--- src/rtl/audio_tx_pkg.sv ---
package audio_tx_pkg;

    localparam int REG_W     = 32;
    localparam int OFS_CTRL  = 4;
    localparam int OFS_STAT  = 8;
    localparam int OFS_DATA  = 12;

    typedef struct packed {
        logic [2:0] rate;
        logic       short_fir;
        logic       hold_last;
        logic       msb_fill;
        logic [1:0] clr_sel;
        logic [5:0] trig;
        logic       mono;
        logic       wide;
        logic       dreq_en;
        logic       flush;
    } ctrl_t;

    function automatic logic [REG_W-1:0] ctrl_pack(input ctrl_t c);
        logic [REG_W-1:0] w;
        w        = '0;
        w[31:29] = c.rate;
        w[28]    = c.short_fir;
        w[26]    = c.hold_last;
        w[24]    = c.msb_fill;
        w[22:21] = c.clr_sel;
        w[13:8]  = c.trig;
        w[6]     = c.mono;
        w[5]     = c.wide;
        w[4]     = c.dreq_en;
        w[0]     = c.flush;
        return w;
    endfunction

    function automatic ctrl_t ctrl_unpack(input logic [REG_W-1:0] w);
        ctrl_t c;
        c.rate      = w[31:29];
        c.short_fir = w[28];
        c.hold_last = w[26];
        c.msb_fill  = w[24];
        c.clr_sel   = w[22:21];
        c.trig      = w[13:8];
        c.mono      = w[6];
        c.wide      = w[5];
        c.dreq_en   = w[4];
        c.flush     = w[0];
        return c;
    endfunction

endpackage

--- src/rtl/audio_tx_fmt.sv ---
module audio_tx_fmt #(
    parameter int DW       = 32,
    parameter int DAC_W    = 24,
    parameter int NARROW_W = 16
) (
    input  logic [DW-1:0]    wdata,
    input  logic             wide,
    input  logic             msb_fill,
    output logic [DAC_W-1:0] sample
);
    localparam int PAD_W = DAC_W - NARROW_W;

    logic [PAD_W-1:0] pad;

    always_comb begin
        pad = msb_fill ? {PAD_W{wdata[NARROW_W-1]}} : '0;
        if (wide) begin
            sample = wdata[DW-1 -: DAC_W];
        end else begin
            sample = {wdata[NARROW_W-1:0], pad};
        end
    end
endmodule

--- src/rtl/audio_tx_store.sv ---
module audio_tx_store #(
    parameter int DEPTH = 64,
    parameter int W     = 24,
    localparam int PTR_W = $clog2(DEPTH)
) (
    input  logic             clk,
    input  logic             we,
    input  logic [PTR_W-1:0] waddr,
    input  logic [W-1:0]     wdata,
    input  logic [PTR_W-1:0] raddr_a,
    input  logic [PTR_W-1:0] raddr_b,
    output logic [W-1:0]     rdata_a,
    output logic [W-1:0]     rdata_b
);
    logic [W-1:0] mem [DEPTH];

    always_ff @(posedge clk) begin
        if (we) begin
            mem[waddr] <= wdata;
        end
    end

    assign rdata_a = mem[raddr_a];
    assign rdata_b = mem[raddr_b];
endmodule

--- src/rtl/audio_tx_dreq.sv ---
module audio_tx_dreq #(
    parameter int CNT_W = 7
) (
    input  logic             clk,
    input  logic             rst_n,
    input  logic             en,
    input  logic [CNT_W-1:0] free,
    input  logic [5:0]       trig,
    input  logic [1:0]       clr_sel,
    output logic             req
);
    logic             req_d, req_q;
    logic [CNT_W-1:0] thr;

    always_comb begin
        thr   = CNT_W'(2) << clr_sel;
        req_d = req_q;
        if (!en) begin
            req_d = 1'b0;
        end else if (free >= CNT_W'(trig)) begin
            req_d = 1'b1;
        end else if (free < thr) begin
            req_d = 1'b0;
        end
    end

    always_ff @(posedge clk) begin
        if (!rst_n) begin
            req_q <= 1'b0;
        end else begin
            req_q <= req_d;
        end
    end

    assign req = req_q;
endmodule

--- src/rtl/audio_tx_fifo.sv ---
module audio_tx_fifo
    import audio_tx_pkg::*;
#(
    parameter int DEPTH  = 64,
    parameter int ADDR_W = 6,
    parameter int DAC_W  = 24
) (
    input  logic              clk,
    input  logic              rst_n,
    input  logic [ADDR_W-1:0] bus_addr,
    input  logic              bus_wr,
    input  logic [REG_W-1:0]  bus_wdata,
    output logic [REG_W-1:0]  bus_rdata,
    input  logic              sample_tick,
    output logic [DAC_W-1:0]  dac_left,
    output logic [DAC_W-1:0]  dac_right,
    output logic              dac_valid,
    output logic              dma_req,
    output logic [2:0]        rate_code,
    output logic              short_filter
);
    localparam int PTR_W = $clog2(DEPTH);
    localparam int CNT_W = PTR_W + 1;

    typedef struct packed {
        ctrl_t            ctrl;
        logic [PTR_W-1:0] wr_ptr;
        logic [PTR_W-1:0] rd_ptr;
        logic [CNT_W-1:0] count;
        logic             udr;
        logic             ovf;
        logic [DAC_W-1:0] left;
        logic [DAC_W-1:0] right;
        logic             valid;
    } state_t;

    state_t s_d, s_q;

    logic             sel_ctrl, sel_stat, sel_data;
    logic             push, pop;
    logic [1:0]       need;
    logic [DAC_W-1:0] in_word, rd_a, rd_b;
    logic [CNT_W-1:0] fill_cnt, free_cnt;
    logic             flush_pend, ctrl_dreq_en;

    assign fill_cnt     = s_q.count;
    assign free_cnt     = CNT_W'(DEPTH) - fill_cnt;
    assign flush_pend   = s_q.ctrl.flush;
    assign ctrl_dreq_en = s_q.ctrl.dreq_en;

    audio_tx_fmt #(.DW(REG_W), .DAC_W(DAC_W), .NARROW_W(16)) u_fmt (
        .wdata    (bus_wdata),
        .wide     (s_q.ctrl.wide),
        .msb_fill (s_q.ctrl.msb_fill),
        .sample   (in_word)
    );

    audio_tx_store #(.DEPTH(DEPTH), .W(DAC_W)) u_store (
        .clk     (clk),
        .we      (push),
        .waddr   (s_q.wr_ptr),
        .wdata   (in_word),
        .raddr_a (s_q.rd_ptr),
        .raddr_b (s_q.rd_ptr + PTR_W'(1)),
        .rdata_a (rd_a),
        .rdata_b (rd_b)
    );

    audio_tx_dreq #(.CNT_W(CNT_W)) u_dreq (
        .clk     (clk),
        .rst_n   (rst_n),
        .en      (ctrl_dreq_en),
        .free    (free_cnt),
        .trig    (s_q.ctrl.trig),
        .clr_sel (s_q.ctrl.clr_sel),
        .req     (dma_req)
    );

    always_comb begin
        sel_ctrl = bus_wr && (bus_addr == ADDR_W'(OFS_CTRL));
        sel_stat = bus_wr && (bus_addr == ADDR_W'(OFS_STAT));
        sel_data = bus_wr && (bus_addr == ADDR_W'(OFS_DATA));
        need     = s_q.ctrl.mono ? 2'd1 : 2'd2;
        pop      = sample_tick && !flush_pend && (fill_cnt >= CNT_W'(need));
        push     = sel_data && !flush_pend && (fill_cnt < CNT_W'(DEPTH));

        s_d       = s_q;
        s_d.valid = sample_tick;

        // sticky flags: clear first so a same-cycle event wins
        if (sel_stat && bus_wdata[1]) s_d.udr = 1'b0;
        if (sel_stat && bus_wdata[2]) s_d.ovf = 1'b0;
        if (sel_data && (fill_cnt == CNT_W'(DEPTH))) s_d.ovf = 1'b1;

        if (sample_tick) begin
            if (pop) begin
                s_d.left   = rd_a;
                s_d.right  = s_q.ctrl.mono ? rd_a : rd_b;
                s_d.rd_ptr = s_q.rd_ptr + PTR_W'(need);
            end else begin
                s_d.udr = 1'b1;
                if (!s_q.ctrl.hold_last) begin
                    s_d.left  = '0;
                    s_d.right = '0;
                end
            end
        end

        if (push) s_d.wr_ptr = s_q.wr_ptr + PTR_W'(1);
        s_d.count = fill_cnt + CNT_W'(push) - (pop ? CNT_W'(need) : CNT_W'(0));

        if (flush_pend) begin
            s_d.wr_ptr     = '0;
            s_d.rd_ptr     = '0;
            s_d.count      = '0;
            s_d.ctrl.flush = 1'b0;
        end

        if (sel_ctrl) s_d.ctrl = ctrl_unpack(bus_wdata);
    end

    always_ff @(posedge clk) begin
        if (!rst_n) begin
            s_q <= '0;
        end else begin
            s_q <= s_d;
        end
    end

    always_comb begin
        bus_rdata = '0;
        if (bus_addr == ADDR_W'(OFS_CTRL)) begin
            bus_rdata = ctrl_pack(s_q.ctrl);
        end else if (bus_addr == ADDR_W'(OFS_STAT)) begin
            bus_rdata[23:8] = 16'(free_cnt);
            bus_rdata[2]    = s_q.ovf;
            bus_rdata[1]    = s_q.udr;
            bus_rdata[0]    = (fill_cnt == '0);
        end
    end

    assign dac_left     = s_q.left;
    assign dac_right    = s_q.right;
    assign dac_valid    = s_q.valid;
    assign rate_code    = s_q.ctrl.rate;
    assign short_filter = s_q.ctrl.short_fir;
endmodule

--- config.mk ---
export PLATFORM = sky130hd
export DESIGN_NAME = audio_tx_fifo
export DESIGN_NICKNAME = d
export VERILOG_FILES = /design/src/rtl/audio_tx_pkg.sv /design/src/rtl/audio_tx_fmt.sv /design/src/rtl/audio_tx_store.sv /design/src/rtl/audio_tx_dreq.sv /design/src/rtl/audio_tx_fifo.sv
export SDC_FILE = /design/constraint.sdc
export NUM_CORES = 2
export LEC_CHECK = 0
export BUFFER_PORTS_ARGS = -buffer_cell sky130_fd_sc_hd__buf_2
export CAP_MARGIN = 20
export CELL_PAD_IN_SITES_DETAIL_PLACEMENT = 1
export CELL_PAD_IN_SITES_GLOBAL_PLACEMENT = 2
export CORE_MARGIN = 2
export CORE_UTILIZATION = 45
export DETAILED_ROUTE_END_ITERATION = 8
export PLACE_DENSITY = 0.8
export SYNTH_ARGS = -nofsm -noshare
export SYNTH_HDL_FRONTEND = slang
export SYNTH_SLANG_ARGS = --single-unit
--- constraint.sdc ---
create_clock -name clk -period 9.23 [get_ports clk]
set_input_delay 1.846 -clock clk [delete_from_list [all_inputs] [get_ports clk]]
set_output_delay 1.846 -clock clk [all_outputs]
set_load 0.05 [all_outputs]
* Word-level counts from Yosys, hierarchy flattened
Memories as Yosys holds them, arrays and structs flattened. A register that Yosys moved wholly into a read port is not among the register bits.
Cells that the tools add are included.
** Storage, ports and cells
- Register bits :: 89
- Output and inout port bits :: 86
- Memories kept :: 1
- RAM bits :: 1536
- Input bits :: 42
- Word-level logic and storage cells :: 80
** Memory list
- u_store.mem :: words 64, bits a word 24, rd ports 2, clocked after memory_dff 1, wr ports 1, line audio_tx_store.sv:15 : logic [W-1:0] mem [DEPTH];
** Cells by class
- Bitwise logic cells :: 1
- Reduce and logical (&&, ||, !) cells :: 18
- $add $sub $neg :: 6
- Mux-type cells :: 25
- Equal/unequal tests :: 5
- Magnitude comparators :: 4
- Shift-type cells :: 1
** Operators by type and width (count)
- 48-bit 2-to-1 mux :: 2
- 24-bit 2-to-1 mux :: 2
- 8-bit 2-to-1 mux :: 2
- 15-bit 2-to-1 mux :: 1
- 6-bit by 1-bit adder with 6-bit output (second input constant) :: 2
- 6-bit by 4-bit equality test with 1-bit output (second input constant) :: 2
- 6-bit 2-to-1 mux :: 2
- 1-bit logical AND :: 10
- 1-bit 2-to-1 mux :: 10
- 7-bit by 1-bit adder with 7-bit output :: 1
- 7-bit equality test (second input constant) :: 1
- 7-bit by 2-bit greater-or-equal comparator with 1-bit output :: 1
- 7-bit by 6-bit greater-or-equal comparator with 1-bit output :: 1
- 7-bit logical NOT :: 1
- 7-bit < comparator :: 1
- 7-bit < comparator (second input constant) :: 1
- 7-bit 2-to-1 mux :: 1
- 2-bit by 2-bit left shift with 7-bit output (first input constant) :: 1
- 7-bit by 2-bit subtractor with 7-bit output :: 1
- 7-bit subtractor (first input constant) :: 1
- 6-bit by 2-bit adder with 6-bit output :: 1
- 6-bit by 3-bit equality test with 1-bit output (second input constant) :: 1
- 3-bit 2-to-1 mux :: 2
- 2-bit AND reduction :: 3
- other kinds (7) :: 9

* Depth between registers and ports, before layout
- Depth in word-level cells :: 6
- Depth in mapped cells :: 18
- Mapped depth without buffers :: 17

* Cells and area by module
A second synthesis with hierarchy kept.
** Second synthesis, totals
- Cell total of the unflattened synthesis :: 4184
- Area, all modules :: 76339.5 sq um
** Modules (own cells, without submodules)
- audio_tx_store :: cells an instance 3607, area each 71135.7 sq um, instances 1
- audio_tx_fifo :: cells an instance 506, area each 4589.4 sq um, instances 1
- audio_tx_fmt :: cells an instance 35, area each 335.3 sq um, instances 1
- audio_tx_dreq :: cells an instance 36, area each 279.0 sq um, instances 1

* Least setup slack after synthesis
OpenSTA, ideal clock, no wires.
- Path type :: in2out
- From :: in bus_addr[1]
- To :: out bus_rdata[26]
- Slack :: 3988 ps
- Stages on the path :: 3
- Arrival time :: 3396 ps
- Required time :: 7384 ps
- Cells stage by stage :: nor4_1 nand2_1 nor3_1
** Between the ends
- Word-level cells in the longest chain between the ends :: 2
** RTL lines
- start, declared :: line audio_tx_fifo.sv:10 : input logic [ADDR_W-1:0] bus_addr,
- 6-bit by 3-bit equality test with 1-bit output :: line audio_tx_fifo.sv:132 : if (bus_addr == ADDR_W'(OFS_CTRL)) begin
- 8-bit 2-to-1 mux :: line audio_tx_fifo.sv:132
- end, declared :: line audio_tx_fifo.sv:13 : output logic [REG_W-1:0] bus_rdata,
Every way passes these cells.

* Worst setup path in the final report
- From :: in bus_addr[1]
- To :: out bus_rdata[0]
** Between the ends
- Word-level cells in the longest chain between the ends :: 3
- Elaborated cells between the ends (all ways) :: 4
- Those cells by class :: 2 x eq/ne; 2 x mux
** RTL lines
- 6-bit by 4-bit equality test with 1-bit output :: line audio_tx_fifo.sv:134 : end else if (bus_addr == ADDR_W'(OFS_STAT)) begin
- 3-bit 2-to-1 mux :: line audio_tx_fifo.sv:134
- 3-bit 2-to-1 mux * :: line audio_tx_fifo.sv:132
Every way passes the cells marked *; elsewhere a longest branch is shown, timed or not.

==> impl_metrics.yaml <==
route:
  drc: 0
  vias: 46300
  wl_per_cell_um: 39.0
  met2_length_mm: 120
  vias_per_cell: 6.97
  wl_met3_mm: 25.2
  top_layer_used: "met5"
  met1_length_mm: 95.5
  first_pass_iters: 6
  drtIter0Drc: 6719
  drt_wl_total_mm: 259
  ant_nets: 0
power:
  power.density_nw_per_um2: 219
  vdd_drop_max_mv: 0.196
  p_leak_nw: 26.5
  total_power_mw: 18.6
floorplanning:
  die_h_um: 415
  ioPinCount: 128
  fp.dieW_um: 415
  rows: 150
  core_area_um2: 168000
  die-area_um2: 173000
  start_util: 0.454
critical_path:
  crit_top_cell: "buf_2"
  critPathSlowestCell: "nor2_1"
  critical_path_buf_inv_count: 2
  crit_path_max_fanout: 18
  critPathRequiredTime_ns: 7.38
  critPathLaunchType: "input pin"
  path_cells: "buf_2 -> nor4_1 -> nand2_1 -> nor2_1 -> a22o_1 -> buf_2"
  arrival_ns: 3.86
  crit_type: "in2out"
  critPathCaptureType: "output pin"
  cpLargestDelayFamily: "simple AND/OR/NAND/NOR gates"
  cp_slowest_stage_delay_ns: 0.76
timing:
  skew_ns: 0.0408
  finalHoldViolations: 0
  worstMarginPinSlew_ns: 1.19
  fmax_ghz: 0.175
  timing.final.ws_setup_ns: 3.52
  tns_ns: 0
  setup_viol: 0
  rsz0062_at_grt: "false"
  finalCritPeriodShare: 0.619
  maxSlewHeadroom: 0.197
  min_period_ns: 5.71
  final-max-slew-violation-count: 0
global_routing:
  grt_pass1_vias: 46400
  gr-total-overflow: 0
  grt_max_degree: 117
  grt_pass1_wl_mm: 363
  grt_usage: 0.297
  antenna_found_initial: 11
synth:
  ys.flop_type: "edfxtp_1"
  synth_compound_area_frac: 0.0516
  synthAdderAreaFrac: 0.00562
  synth-edff-count: 1536
  synth.distinct_cells: 57
  ys_seq_area_frac: 0.631
  async_flop_share: 0
  synthCells: 4295
  synthMuxAreaShare: 0.239
  synth-simple-area-share: 0.0428
  ys_ff_latch: 1631
  ys_warn_count: 0
  synth_area_um2: 76100
  synth_top_family_by_area: "multiplexers"
  synth_xor_area_frac: 0.00263
  syn_area_per_cell_um2: 17.7
placed_design:
  pre_cts_slack_ns: 3.54
  dp.final_hpwl_mm: 160
  place_congestion: 0.926
  port_buffers: 116
clock_network:
  ctsResizeCount: 0
  clock_path_buffers: 3
  clk_pin_slew_worst_paths_ns: 0.06
  cts_tree: "yes"
  postCtsSetupBuffers: 0
  numCtsBuffers: 169
  insertion_delay_ns: 0.82
  cts_hold_repair.buffers: 0
  clock-sinks: 1631
  htree_levels: 4
  clockRootBuffer: "clkbuf_16"
finish:
  drive_above_1_share: 0.309
  syn2layout_area_growth_pct: 11.3
  fillers: 15200
  nets: 4372
flow_run:
  maxCapViolations: 0
outcome:
  run_status: "completed"
min_path:
  hold_path.class: "reg2reg"
==> power by group <==
group	internal (mW)	switching, mW
Clock	3.91	2.94
Sequential	8.11	0.102
Combinational	1.34	2.19
==> Yosys cell counts, types with 24 or more instances <==
| master | n | share of area |
|---|---|---|
| edfxtp_1 | 1536 | 0.61 |
| mux4_2 | 700 | 0.21 |
| nand2_1 | 215 | 0.011 |
| clkbuf_1 | 167 | 0.0082 |
| nor2_1 | 167 | 0.0082 |
| mux2i_1 | 165 | 0.022 |
| a22oi_1 | 117 | 0.012 |
| buf_2 | 115 | 0.0076 |
| dfxtp_1 | 95 | 0.025 |
| o22ai_1 | 91 | 0.0075 |
| buf_4 | 89 | 0.0088 |
| nor3_1 | 74 | 0.0049 |
| mux2_2 | 66 | 0.0098 |
| nand3_1 | 60 | 0.0039 |
| a21oi_1 | 59 | 0.0039 |
| o21ai_0 | 57 | 0.0037 |
| a31oi_1 | 51 | 0.0042 |
| o211ai_1 | 49 | 0.0048 |
| ha_1 | 31 | 0.0051 |
| a211oi_1 | 30 | 0.0030 |
| nor2b_1 | 30 | 0.0025 |
| buf_1 | 26 | 0.0013 |
| and3_1 | 25 | 0.0021 |
| inv_1 | 24 | 0.0012 |
| nor4_1 | 24 | 0.0020 |
| o221ai_1 | 24 | 0.0028 |
==> kinds of logic after synthesis <==
kind of cell             count (synthesis)
other                                    1
XOR/XNOR                                22
buffers and inverters                  428
multiplexers                           931
adder cells (fa/ha/maj)                 33
AND/OR/NAND/NOR                        687
AO/OA/AOI/OAI                          562
flip-flops                            1631
==> state kept, by name, summed over array words and instances, names as in the netlist, named ones only <==
register,count
short_filter,1
dac_right,24
fill_cnt,7
u_store.mem,1536
s_q,26
dac_valid,1
flush_pend,1
rate_code,3
dac_left,24
u_dreq.req,1
ctrl_dreq_en,1
==> routing by layer <==
| layer | GRT usage | up-vias |
|---|---|---|
| met5 | 0 | - |
| met4 | 0.174 | 8 |
| met3 | 0.0530 | 569 |
| met2 | 0.461 | 3039 |
| met1 | 0.397 | 24700 |
| li1 | - | 18000 |
==> placed cells by master (no fill, tap or decap), types with 27 or more instances in the layout <==
cell type / netlist / layout
edfxtp_1: 1536 / 1536
mux4_2: 700 / 700
nand2_1: 215 / 208
clkbuf_16: 0 / 176
mux2i_1: 165 / 165
a22oi_1: 117 / 117
buf_2: 115 / 116
nor2_1: 167 / 97
o22ai_1: 91 / 91
buf_4: 89 / 91
dfxtp_1: 95 / 87
nor3_1: 74 / 74
nand3_1: 60 / 60
nor2_4: 0 / 60
mux2_2: 66 / 58
a21oi_1: 59 / 57
o21ai_0: 57 / 56
a31oi_1: 51 / 51
o211ai_1: 49 / 49
clkbuf_1: 167 / 39
clkinv_1: 0 / 31
a211oi_1: 30 / 30
ha_1: 31 / 30
nor2b_1: 30 / 27
==> worst min-delay path, stage by stage, from the launching register on <==
cell and delay, ns:
dfxtp_1 0.32, nand2_1 0.06, a21oi_1 0.03
==> worst paths after layout <==
kind | endpoint | slack (ns) | startpoint | depth (start not counted)
max | bus_rdata[0] | 3.52 | bus_addr[1] | 6
min | u_dreq.req$_SDFFE_PN0P_ | 0.45 | ctrl_dreq_en$_SDFFE_PN0P_ | 2
max reg2reg | dac_left[1]$_SDFFE_PN0P_ | 4.51 | register | 9
min reg2reg | u_dreq.req$_SDFFE_PN0P_ | 0.45 | ctrl_dreq_en$_SDFFE_PN0P_ | 2
==> layout make-up <==
cell class                      count  area [µm²]  area share
Inverter                           24        90.1     0.00106
Tap cell                         2204        2760      0.0325
Timing Repair Buffer              225        1670      0.0197
Clock buffer                      223        4660      0.0550
Clock inverter                     87         796     0.00939
Sequential cell                  1631       48000       0.567
Multi-Input combinational cell   2246       26700       0.316
Antenna cell                        3        7.51   0.0000886
==> metrics by stage <==
step / cells / util / hold WS [ns] / area, µm²
final: 6643 / 0.506 / 0.453 / 84800
after detailed placement: 6324 / 0.472 / 0.447 / 79100
after global placement: 6324 / 0.472 / 0.447 / 79100
after floorplan: 4305 / - / 0.421 / 76200
after global routing: 6641 / 0.506 / 0.486 / 84800
after CTS: 6634 / 0.505 / 0.455 / 84600
Note: power is estimated with default switching activity, not from simulation.
